## src/rtl/acc_sampler_pkg.sv

```systemverilog
package acc_sampler_pkg;
  typedef enum logic [2:0] {
    ACC_NONE    = 3'd0,
    ACC_RD_OPEN = 3'd1,
    ACC_WR_OPEN = 3'd2,
    ACC_RW_OPEN = 3'd3,
    ACC_RD_ALL  = 3'd4,
    ACC_WR_ALL  = 3'd5,
    ACC_RW_ALL  = 3'd6,
    ACC_RSVD    = 3'd7
  } acc_code_e;

  localparam int unsigned LFSR_W = 16;
  localparam logic [LFSR_W-1:0] LFSR_SEED = 16'hACE1;
  localparam logic [LFSR_W-1:0] LFSR_TAPS = 16'hB400;
endpackage

```

## src/rtl/acc_type_filter.sv

```systemverilog
module acc_type_filter
  import acc_sampler_pkg::*;
(
  input  logic [2:0] code_i,
  input  logic       write_i,
  input  logic       trusted_i,
  output logic       match_o
);
  always_comb begin
    case (code_i)
      ACC_RD_OPEN: match_o = !write_i && !trusted_i;
      ACC_WR_OPEN: match_o =  write_i && !trusted_i;
      ACC_RW_OPEN: match_o = !trusted_i;
      ACC_RD_ALL:  match_o = !write_i;
      ACC_WR_ALL:  match_o =  write_i;
      ACC_RW_ALL:  match_o = 1'b1;
      default:     match_o = 1'b0;
    endcase
  end
endmodule

```

## src/rtl/acc_region_map.sv

```systemverilog
module acc_region_map #(
  parameter int unsigned RA_W       = 12,
  parameter int unsigned REGIONS    = 16,
  parameter int unsigned REG_IDX_W  = 4,
  parameter int unsigned REG_SIZE_W = 5
) (
  input  logic [RA_W-1:0]       addr_hi_i,
  input  logic [REG_IDX_W-1:0]  base_i,
  input  logic [REG_SIZE_W-1:0] size_i,
  output logic                  hit_o
);
  localparam int unsigned MAP_N = 1 << REG_IDX_W;
  localparam int unsigned SUM_W = REG_SIZE_W + 1;

  logic [MAP_N-1:0]     map;
  logic [SUM_W-1:0]     lo, hi;
  logic [REG_IDX_W-1:0] idx;
  logic                 in_window;

  assign lo = SUM_W'(base_i);
  assign hi = SUM_W'(base_i) + SUM_W'(size_i);

  for (genvar g = 0; g < MAP_N; g++) begin : g_map
    if (g < REGIONS) begin : g_live
      assign map[g] = (SUM_W'(g) >= lo) && (SUM_W'(g) < hi);
    end else begin : g_dead
      assign map[g] = 1'b0;
    end
  end

  assign idx = addr_hi_i[REG_IDX_W-1:0];

  if (RA_W > REG_IDX_W) begin : g_upper
    assign in_window = ~|addr_hi_i[RA_W-1:REG_IDX_W];
  end else begin : g_flat
    assign in_window = 1'b1;
  end

  assign hit_o = in_window && map[idx];
endmodule

```

## src/rtl/acc_downsampler.sv

```systemverilog
module acc_downsampler
  import acc_sampler_pkg::*;
#(
  parameter int unsigned DS_LOG2_W = 4,
  parameter int unsigned CNT_W     = 1 << DS_LOG2_W
) (
  input  logic                 clk_i,
  input  logic                 rst_ni,
  input  logic                 qual_i,
  input  logic [DS_LOG2_W-1:0] ds_log2_i,
  input  logic                 rand_en_i,
  output logic                 pass_o
);
  logic [CNT_W-1:0]  cnt_q, factor, mask, reload;
  logic [LFSR_W-1:0] lfsr_q, lfsr_nxt;

  assign factor = CNT_W'(1) << ds_log2_i;
  assign mask   = factor - CNT_W'(1);
  assign reload = rand_en_i ? (factor >> 1) + (CNT_W'(lfsr_q) & mask) : mask;
  assign pass_o = qual_i && (cnt_q == '0);

  assign lfsr_nxt = {1'b0, lfsr_q[LFSR_W-1:1]} ^ (lfsr_q[0] ? LFSR_TAPS : '0);

  always_ff @(posedge clk_i or negedge rst_ni) begin
    if (!rst_ni) begin
      cnt_q  <= '0;
      lfsr_q <= LFSR_SEED;
    end else if (qual_i) begin
      if (cnt_q == '0) begin
        cnt_q  <= reload;
        lfsr_q <= lfsr_nxt;
      end else begin
        cnt_q <= cnt_q - CNT_W'(1);
      end
    end
  end
endmodule

```

## src/rtl/acc_sampler.sv

```systemverilog
module acc_sampler #(
  parameter int unsigned ADDR_W        = 40,
  parameter int unsigned REGION_LOG2   = 28,
  parameter int unsigned REGIONS       = 16,
  parameter int unsigned MIN_UNIT_LOG2 = 8,
  parameter int unsigned DS_LOG2_W     = 4,
  localparam int unsigned REG_IDX_W    = $clog2(REGIONS),
  localparam int unsigned REG_SIZE_W   = $clog2(REGIONS + 1),
  localparam int unsigned UNIT_W       = ADDR_W - MIN_UNIT_LOG2,
  localparam int unsigned UNIT_LOG2_W  = $clog2(ADDR_W + 1)
) (
  input  logic                   clk_i,
  input  logic                   rst_ni,
  input  logic                   evt_valid_i,
  input  logic [ADDR_W-1:0]      evt_addr_i,
  input  logic                   evt_write_i,
  input  logic                   evt_trusted_i,
  input  logic [2:0]             cfg_acc_code_i,
  input  logic [REG_IDX_W-1:0]   cfg_region_base_i,
  input  logic [REG_SIZE_W-1:0]  cfg_region_size_i,
  input  logic [UNIT_LOG2_W-1:0] cfg_unit_log2_i,
  input  logic [DS_LOG2_W-1:0]   cfg_ds_log2_i,
  input  logic                   cfg_ds_rand_i,
  output logic                   out_valid_o,
  output logic [UNIT_W-1:0]      out_unit_o
);
  localparam int unsigned RA_W = ADDR_W - REGION_LOG2;

  logic type_ok, region_ok, qual, pass;
  logic [UNIT_LOG2_W-1:0] shift_amt;
  logic [UNIT_W-1:0]      unit_idx;
  logic                   addr_lsb_unused;

  acc_type_filter u_type (
    .code_i    (cfg_acc_code_i),
    .write_i   (evt_write_i),
    .trusted_i (evt_trusted_i),
    .match_o   (type_ok)
  );

  acc_region_map #(
    .RA_W       (RA_W),
    .REGIONS    (REGIONS),
    .REG_IDX_W  (REG_IDX_W),
    .REG_SIZE_W (REG_SIZE_W)
  ) u_region (
    .addr_hi_i (evt_addr_i[ADDR_W-1:REGION_LOG2]),
    .base_i    (cfg_region_base_i),
    .size_i    (cfg_region_size_i),
    .hit_o     (region_ok)
  );

  assign qual = evt_valid_i && type_ok && region_ok;

  acc_downsampler #(
    .DS_LOG2_W (DS_LOG2_W)
  ) u_ds (
    .clk_i     (clk_i),
    .rst_ni    (rst_ni),
    .qual_i    (qual),
    .ds_log2_i (cfg_ds_log2_i),
    .rand_en_i (cfg_ds_rand_i),
    .pass_o    (pass)
  );

  // exponents below the floor clamp to the floor
  assign shift_amt = (cfg_unit_log2_i < UNIT_LOG2_W'(MIN_UNIT_LOG2)) ? '0
                   : cfg_unit_log2_i - UNIT_LOG2_W'(MIN_UNIT_LOG2);
  assign unit_idx  = evt_addr_i[ADDR_W-1:MIN_UNIT_LOG2] >> shift_amt;
  assign addr_lsb_unused = ^evt_addr_i[MIN_UNIT_LOG2-1:0];

  always_ff @(posedge clk_i or negedge rst_ni) begin
    if (!rst_ni) begin
      out_valid_o <= 1'b0;
      out_unit_o  <= '0;
    end else begin
      out_valid_o <= pass;
      if (pass) out_unit_o <= unit_idx;
    end
  end
endmodule

```

## config.mk

```make
export PLATFORM = sky130hd
export DESIGN_NAME = acc_sampler
export DESIGN_NICKNAME = d
export VERILOG_FILES = /design/src/rtl/acc_sampler_pkg.sv /design/src/rtl/acc_type_filter.sv /design/src/rtl/acc_region_map.sv /design/src/rtl/acc_downsampler.sv /design/src/rtl/acc_sampler.sv
export SDC_FILE = /design/constraint.sdc
export NUM_CORES = 1
export LEC_CHECK = 0
export BUFFER_PORTS_ARGS = -buffer_cell sky130_fd_sc_hd__buf_2
export CORE_ASPECT_RATIO = 0.8
export CORE_MARGIN = 5
export CORE_UTILIZATION = 38
export CTS_BUF_LIST = sky130_fd_sc_hd__clkbuf_16
export DETAILED_ROUTE_END_ITERATION = 10
export PLACE_DENSITY = 0.69
export RECOVER_POWER = 100
export SYNTH_ARGS = -nofsm -noshare
export SYNTH_HDL_FRONTEND = slang
export SYNTH_SLANG_ARGS = --single-unit
```

## constraint.sdc

```tcl
create_clock -name clk_i -period 2.88 [get_ports clk_i]
set_clock_uncertainty 0.05 [all_clocks]
set_input_delay 0.288 -clock clk_i [delete_from_list [all_inputs] [get_ports clk_i]]
set_output_delay 0.288 -clock clk_i [all_outputs]
set_load 0.1 [all_outputs]
```

==> metrics.txt <==
outcome=completed; I/O Pins=101; Leak=3.57 nW; Max Fclk=366 MHz; cell area after layout=~7500 um2; endpoints failing setup=0; post-synthesis register bit count=65; DR pass1 iterations=5; H-tree depth=3; clock root buffer=clkbuf_16; Relative slew margins=0.108; cell area power density=roughly 380 nW/um2; # rows=41; Main synth FF type=dfrtp_1; fill count=1552; vias in the first global route=~5.6k; pre-CTS WS=-126 ps; final worst path period share=0.950; Critical Path End Type=flip-flop; largest net degree at the start of global routing=42; Setup CP Type=input port to flip-flop; Arr. time, crit path=a little under 3000 ps; Area Overhead vs Synth=24.9%; DIE WIDTH=151 um; RSZ-0062 raised after global routing=false; largest vdd supply drop=between 0.2 and 0.3 mV; Crit Path Max Fanout=7; clock slew at the register clock pins of the worst setup and hold paths=about 60 ps; maxcap violations=0; worst-margin pin slew=between 1000 and 1500 ps; Area contributors post-synth=dfrtp_1 (24%), mux2i_1 (9.1%), nand2_1 (7.3%); Placed Cells=about 1.1k; warnings from Yosys=0; detailed-route DRC error count=0; Post-Route WL=around 17000 um; CTS tree=built; syn_nets=831; min setup slack post-route=approximately 140 ps; clock sink total=65; CP Data Required Time=between 3000 and 4000 ps; type of origin of the critical path=input port; die height=between 100 and 150 um; Distinct cells, synth=75; synthesized area=roughly 6000 um2; gpl congestion=between 0.9 and 1; CTS Buf Count=9; Antenna Cells=0; CP Launch Point=cfg_region_base_i[0]; Post-synth ARST share=1.00; Vias/cell=about 5.5; EDFF count, synth=0; clock tree buffer depth=2; WHS=about 400 ps; Initial Util=0.384; sequential area share after synthesis=0.271; GR Overflow Total=0; Placed Area=7250 um2; antenna violations before repair=1; final cell count without fillers=1095; Max Transition Viols Final=0; Routed WL per cell=between 15 and 20 um; top cell type's share of synthesized area=0.236; synthesized area per cell=slightly above 8 um2; placed wire-length estimate=about 13000 um; Die ar.=18500 um2; 1st-iter DRT viols=around 400; core area=between 15000 and 20000 um2; final hold vios=0; Port Buf Inserts=92; Final Net Count=between 900 and 1k; area leader, netlist=dfrtp_1; ratio of cells with drive above 1 in the final layout=0.238; Clk Latency, worst-skew pair=about 330 ps; GRT Util Overall=0.188; r2r startpoint=u_ds.lfsr_q[0]; vias=~6k; HP Class=input port to flip-flop; post-route ant nets=0; Post-Syn Instances=approximately 740; HP Start=evt_addr_i[39]; first-pass GRT wire length=between 20000 and 30000 um; Tmin final=roughly 2700 ps
-- sequential cells by signal, indices dropped and copies added (netlist names) --
register     cells
out_unit_o      32
out_valid_o      1
u_ds.cnt_q      16
u_ds.lfsr_q     16
-- cell usage in the layout (no fill, tap or decap), types with 15 or more instances in the layout --
cell type	synthesis	final
clkbuf_1	23	39
nor2_1	77	76
mux4_2	15	15
nand3_1	24	24
buf_2	10	57
o21ai_0	35	35
nand2_1	117	117
mux2i_1	55	55
buf_4	5	62
ha_1	21	19
dfrtp_1	57	57
nor2b_1	23	22
a21oi_1	69	69
-- final cells by class --
class                      count  area (um2)  area share
inverter                      13        48.8     0.00648
timing repair buffer         168        1040       0.139
tap                          215         269      0.0357
clock buffer                   9         225      0.0299
clock inverter                 7         108      0.0143
sequential                    65        1640       0.217
multi-input combinational    618        4200       0.558
-- power breakdown --
| group | switching [mW] | total, mW | internal, mW |
|---|---|---|---|
| sequential | 0.00102 | 0.916 | 0.915 |
| clock | 0.460 | 1.24 | 0.776 |
| combinational | 0.392 | 0.682 | 0.291 |
-- kinds of logic (layout without fill, tap and decap cells) --
kind of cell             count (synthesis)  in the layout  synth area share
flip-flops                              65             65             0.271
AND/OR/NAND/NOR                        312            312             0.246
adder cells (fa/ha/maj)                 25             25            0.0525
AO/OA/AOI/OAI                          190            190             0.205
buffers and inverters                   58            197            0.0465
XOR/XNOR                                19             19            0.0276
multiplexers                            72             72             0.151
-- worst paths after layout --
kind,end,slack [ps],cells after the start
setup / recovery,u_ds.cnt_q[13],140,14
hold / removal,out_unit_o[15],410,3
setup reg to reg,u_ds.cnt_q[14],330,11
hold reg to reg,u_ds.lfsr_q[15],410,2
max in group asynchronous,u_ds.cnt_q[4],720,3
min in group asynchronous,out_unit_o[2],720,2
-- what timing repair did --
action | 4_1_cts | 5_1_grt
setup endpoints to repair | 0 | 1
endpoints found under the hold margin | 24 | 0
buffers inserted | 0 | 0
gates resized for setup | 0 | 2
hold buffers | 1 | 0
-- stage by stage --
| step | setup TNS [ps] | power [mW] | util |
|---|---|---|---|
| global placement | -257 | 1.60 | 0.462 |
| global route | 0 | 2.97 | 0.480 |
| finish | 0 | 2.83 | 0.480 |
| detailed placement | -1860 | 1.61 | 0.462 |
| floorplan | -294 | 1.37 | - |
| CTS | 0 | 2.86 | 0.484 |
-- Yosys cell counts (7+ instances only) --
cell and count:
nand2b_1 11, dfrtp_1 57, nor3_1 12, mux4_2 15, clkbuf_1 23, o21ai_0 35, a21oi_1 69, o22ai_1 7
nand3_1 24, nor2_1 77, nand2_1 117, o21a_1 7, nor2b_1 23, a32oi_1 10, dfstp_2 8, xor2_1 12
ha_1 21, xnor2_1 7, inv_1 12, a21oi_2 8, mux2i_1 55, a21o_1 8, buf_2 10
-- routing by layer --
| metal | vias to the layer above | part of all wire | global-route usage |
|---|---|---|---|
| li1 | 2956 | - | - |
| met1 | 2846 | 0.50 | 0.283 |
| met4 | 0 | 0.010 | 0.0430 |
| met2 | 173 | 0.44 | 0.282 |
| met5 | - | 0 | 0 |
| met3 | 20 | 0.058 | 0.0329 |
-- worst max-delay path, cell delays in order --
cell and delay, ps:
clkbuf_1 90, ha_1 220, inv_1 70, fa_1 420
maj3_1 340, maj3_1 350, nand3_1 100, clkbuf_4 140
o211ai_1 120, nor3_2 120, buf_4 180, nand3b_1 90
o21ai_0 180, and3b_1 190
(Power assumes the default switching activity.)
